## src/rtl/fcrc_pkg.sv

```systemverilog
package fcrc_pkg;

    localparam int              CRC_W     = 16;
    localparam logic [CRC_W-1:0] CRC_POLY = 16'h1021;
    localparam int              SUBFRAMES = 4;
    localparam int              NIB_BITS  = CRC_W / SUBFRAMES;
    localparam int              SF_W      = $clog2(SUBFRAMES);
    localparam int              NB_W      = $clog2(NIB_BITS);
    localparam int              POS_W     = SF_W + NB_W;

    typedef logic [CRC_W-1:0] crc_t;

    typedef struct packed {
        logic en;
        logic data;
        logic fsof;
        logic ssof;
        logic slot;
    } bit_ev_t;

    typedef enum logic [1:0] {
        CK_BLIND = 2'd0,
        CK_WARM  = 2'd1,
        CK_LIVE  = 2'd2
    } ck_state_e;

    function automatic crc_t crc_step(crc_t r, logic b);
        logic fb;
        fb = r[CRC_W-1] ^ b;
        return {r[CRC_W-2:0], 1'b0} ^ (fb ? CRC_POLY : '0);
    endfunction

endpackage

```

## src/rtl/fcrc_gate.sv

```systemverilog
module fcrc_gate
    import fcrc_pkg::*;
(
    input  logic    clk,
    input  logic    rst,
    input  bit_ev_t ev,
    input  logic    in_frame,
    input  logic    last_slot,
    input  crc_t    rx_next,
    input  crc_t    rem_q,
    output logic    chk_valid,
    output logic    chk_err
);

    ck_state_e st_q;

    always_ff @(posedge clk) begin
        if (rst) begin
            st_q      <= CK_BLIND;
            chk_valid <= 1'b0;
            chk_err   <= 1'b0;
        end else begin
            chk_valid <= 1'b0;
            chk_err   <= 1'b0;
            if (!in_frame) begin
                st_q <= CK_BLIND;
            end else if (ev.en && ev.fsof) begin
                st_q <= (st_q == CK_BLIND) ? CK_WARM : CK_LIVE;
            end
            if (last_slot && in_frame && st_q == CK_LIVE) begin
                chk_valid <= 1'b1;
                chk_err   <= (rx_next != rem_q);
            end
        end
    end

    // error is always qualified by the strobe
    p_err_needs_valid_r9: assert property (@(posedge clk) disable iff (rst)
        chk_err |-> chk_valid);

    // strobe is a single-cycle pulse
    p_valid_single_r4: assert property (@(posedge clk) disable iff (rst)
        chk_valid |=> !chk_valid);

    // strobe only follows the final check bit of a frame
    p_valid_after_slot_r4: assert property (@(posedge clk) disable iff (rst)
        chk_valid |-> $past(last_slot));

    // no comparison comes out of an out-of-frame cycle
    p_oof_silent_r6: assert property (@(posedge clk) disable iff (rst)
        !in_frame |=> !chk_valid);

endmodule

```

## config.mk

```make
export PLATFORM = sky130hd
export DESIGN_NAME = fcrc_gate
export DESIGN_NICKNAME = d
export VERILOG_FILES = /design/src/rtl/fcrc_pkg.sv /design/src/rtl/fcrc_gate.sv
export SDC_FILE = /design/constraint.sdc
export NUM_CORES = 1
export LEC_CHECK = 0
export ABC_AREA = 1
export BUFFER_PORTS_ARGS = -buffer_cell sky130_fd_sc_hd__buf_2
export CELL_PAD_IN_SITES_DETAIL_PLACEMENT = 0
export CELL_PAD_IN_SITES_GLOBAL_PLACEMENT = 2
export CORE_ASPECT_RATIO = 1.2
export CORE_MARGIN = 10
export CORE_UTILIZATION = 13
export CTS_CLUSTER_SIZE = 10
export DETAILED_ROUTE_END_ITERATION = 8
export PLACE_DENSITY_LB_ADDON = 0.1
export SETUP_SLACK_MARGIN = 0.02
export SKIP_LAST_GASP = 1
export SYNTH_ARGS = -nofsm -noshare
export SYNTH_HDL_FRONTEND = slang
export SYNTH_SLANG_ARGS = --single-unit
```

## constraint.sdc

```tcl
create_clock -name clk -period 0.8 [get_ports clk]
set_input_delay 0 -clock clk [delete_from_list [all_inputs] [get_ports clk]]
set_output_delay 0 -clock clk [all_outputs]
set_load 0.02 [all_outputs]
```

== Yosys cells after proc, flatten, opt, wreduce, memory -nomap -nowiden ==
Index checks and enable logic that the tools add are counted.

* Flip-flop bits (word level): 4
* Input port bits: 41
* Output and inout bits: 2
* Logic and storage cells: 15

* Equal/unequal tests: 2
* Mux-type cells: 2
* Bitwise logic cells: 2
* Reductions and logical operators: 6

{| class="wikitable"
|+ Operators with widths
! operator !! count
|-
| $ne A16 B16 Y1 || 1
|-
| $reduce_or A2 Y1 || 2
|-
| $logic_and A1 B1 Y1 || 3
|-
| $eq A2 B2 Y1 const B || 1
|-
| $logic_not A2 Y1 || 1
|-
| $mux W2 || 1
|-
| $not A1 Y1 || 2
|-
| $mux W1 || 1
|}

== Logic depth before layout (Yosys ltp) ==
* Word-level depth: 4
* Mapped depth: 7
* Depth with buffers taken out: 7

== Worst setup path before layout ==
No wires, ideal clock.

* Path type: reg2reg
* From: register st_q[0]
* To: register st_q[1]
* Library setup time: 0.115 ns
* Data arrival time: 0.534 ns
* Required time: 0.685 ns
* Slack: 0.151 ns
* Stages on the path, launching flop included: 4
* Buffers on the path: 0
* Period minus slack after synthesis: 0.649 ns
* Cells stage by stage: dfxtp_1 -> inv_1 -> nor2_1 -> o21a_1

* Cells in the longest elaborated chain, start to end: 2

{| class="wikitable"
|+ Ends and longest elaborated chain
! item !! line !! RTL
|-
| from (decl) || fcrc_gate.sv:15 || <nowiki>ck_state_e st_q;</nowiki>
|-
| from (signal assigned) || fcrc_gate.sv:28 || <nowiki>st_q <= (st_q == CK_BLIND) ? CK_WARM : CK_LIVE;</nowiki>
|-
| $logic_not A2 Y1 || fcrc_gate.sv:28 ||
|-
| $mux W2 || fcrc_gate.sv:28 ||
|}

No other way between the ends.
A chain may end at the register's enable or synchronous reset.

== Final worst setup path ==
* From: register st_q[0]
* To: register chk_err

* Cells in the longest elaborated chain, start to end: 4

{| class="wikitable"
|+ Ends and longest elaborated chain
! item !! line !! RTL
|-
| $eq A2 B2 Y1 || fcrc_gate.sv:30 || <nowiki>if (last_slot && in_frame && st_q == CK_LIVE) begin</nowiki>
|-
| $logic_and A1 B1 Y1 || fcrc_gate.sv:30 ||
|-
| $not A1 Y1 (no source line) || - ||
|-
| $reduce_or A2 Y1 (no source line) || - ||
|-
| to (signal assigned) || fcrc_gate.sv:32 || <nowiki>chk_err <= (rx_next != rem_q);</nowiki>
|-
| to (decl) || fcrc_gate.sv:12 || <nowiki>output logic chk_err</nowiki>
|}

No other way between the ends.

==> impl_metrics.toml <==
[run_status]
outcome = "finished, final reports clean"

[critical_path]
critPathKind = "register to register"
path_delay_family = "flip-flops"
cp.required_ns = 0.95
worstSetupStartpointType = "register"
cp_max_fo = 2
reg2reg_from = "st_q[0]"
cp.arrival_ns = 0.83
end_kind = "register"
reg2reg_to = "chk_err"
critPathMaxStageDelay_ns = 0.29
path_cells = "inv_1 > nand4_1 > a21oi_1"
path_buf_inv = 1
slowest_stage = "dfxtp_1"
ff2ff_path_depth = 3
r2r_slack_ns = 0.11
crit_cells = 3

[clock_network]
clkTransAtPathRegs_ns = 0.03
cts_made_buffers = 3
clock_sinks = 4
htree_levels = 1
cts_tree = "built"
clockBufferDepth = 2
cts-resized-gates = 0
clock_latency_ns = 0.21
cts_hold_buf = 0
post_cts_buffers = 0
root_buffer = "clkbuf_8"

[yosys]
avgSynthCellArea_sq_um = 4.54
synth.distinct_cells = 9
ys_warn_count = 0
yosysSeqAreaShare_pct = 17.6
syn_nets = 141
synthCells = 100
synth-seq-cells = 4
netlist_area_sq_um = 454

[min_path]
holdPathStages = 3
hold_start = "rst"
hold_path_class = "primary input to register"
min_to = "st_q[1]"

[drt]
drtPass1Iterations = 4
final_antenna_net_count = 0
dr.first_iter.drc_count = 8
dr_total_vias = 618
wire_per_inst_um = 7.91
drc_errors = 0
vias_per_cell = 3.45
routed_wl_um = 1420

[global_route]
globalRoute.totalOverflow = 0
antenna_found_initial = 0
grt_pass1_vias = 644
grt_pass1_wl_um = 2390
grt_usage_pct = 4.65
grt_max_degree = 4

[sta]
rsz0062_at_grt = "false"
holdWs_ns = 0.0635
hold_violations = 0
post-route-period-util_pct = 86.1
slew_viol_final = 0
setup_viol = 0
tightest_slew_ns = 0.186
skew_ns = 0.00165
fmax_ghz = 1.45
period_minus_slack_ns = 0.689
max-slew-margin-rel_pct = 87.6
setup_tns_ns = 0

[floorplanning]
io_pins = 43
num_rows = 23
core-area_sq_um = 3370
start_util_pct = 13.5
dieArea_sq_um = 6270
die_x_um = 74.0
fp.dieH_um = 84.8

[power]
clkPwrFrac_pct = 49.5
p_sw_mw = 0.200
p_seq_share_pct = 24.4
p_comb_share_pct = 26.1
p_leak_nw = 0.527
cellPowerDensity_nw_per_um2 = 1140
ir_worst_vdd_uv = 354
switching_share_pct = 23.9
p_int_mw = 0.637

[finish]
n_fill_cell = 399
drive_gt1_share_pct = 29.6
num_antenna_cells = 0
syn2layout_area_growth_pct = 62.3
fin_nets = 185

[placed_design]
post-dp-hpwl_um = 1340
gp_congestion = 0.618
io_buffers = 39

[job]
maxCapViolCount = 0
power groups by stage:
stage | logic, mW | clock network, mW | registers (mW)
after floorplan | 0.105 | 0 | 0.207
final | 0.219 | 0.414 | 0.204
after detailed placement | 0.223 | 0 | 0.207
after global placement | 0.219 | 0 | 0.207
after CTS | 0.224 | 0.426 | 0.204
after global routing | 0.262 | 0.442 | 0.204
metrics by stage:
stage,worst slack [ns],total power [mW],std cells,instance area [sq um],utilization (%)
floorplan,0.151,0.311,100,454,-
global placement,0.0990,0.425,176,696,20.7
detailed placement,0.0882,0.430,176,696,20.7
CTS,0.0960,0.853,179,737,21.9
global route,0.0303,0.908,179,737,21.9
finish,0.111,0.837,179,737,21.9
layout make-up:
cell class                      instances  area (sq um)  area share, %
Multi-Input combinational cell         69           273           37.0
Timing Repair Buffer                   39           195           26.5
Inverter                               27           101           13.8
Sequential cell                         4          80.1           10.9
Tap cell                               37          46.3           6.28
Clock buffer                            3          41.3           5.60
synth_stat cells:
cell	count	area share, %
o21ai_0	1	1.1
dfxtp_1	4	18
o21a_1	1	1.7
xor2_1	1	1.9
nand4_1	1	1.4
nor2_1	26	21
inv_1	27	22
nand2_1	38	31
a21oi_1	1	1.1
flip-flops by register name (all words and copies together), names as in the netlist:
signal / flops
chk_err: 1
chk_valid: 1
st_q: 2
worst min-delay path: stages:
cell and delay (ns):
buf_2 0.08, nor2_1 0.05, o21a_1 0.10
placed cells by master, fill, tap and decap left out, types with 3 or more instances in the layout:
cell      instances
nor2_1           26
clkbuf_8          3
buf_2            39
inv_1            27
nand2_1          38
dfxtp_1           4
how the worst max path moves through the flow:
| stage | from | slack, ns | end |
|---|---|---|---|
| finish | st_q[0] | 0.11 | chk_err |
| CTS | st_q[0] | 0.1 | chk_err |
| floorplan | st_q[0] | 0.15 | st_q[1] |
| global placement | rem_q[11] | 0.1 | chk_err |
| detailed placement | rem_q[12] | 0.09 | chk_err |
| global route | st_q[0] | 0.03 | chk_err |
routing by layer:
layer / vias to the layer above / share of wire, % / global-route usage, %
met5: - / 0 / 0
met4: 0 / 0.49 / 2.55
met3: 2 / 11 / 2.36
met2: 24 / 49 / 8.23
met1: 229 / 40 / 4.06
li1: 363 / - / -
kinds of logic (layout without fill, tap and decap cells):
| group | Yosys count | in the layout | synth area share [%] |
|---|---|---|---|
| compound gates | 3 | 3 | 3.86 |
| xor+xnor | 1 | 1 | 1.93 |
| buf+inv | 27 | 69 | 22.3 |
| flops | 4 | 4 | 17.6 |
| simple gates | 65 | 65 | 54.3 |
Power figures use the tool's default switching activity.
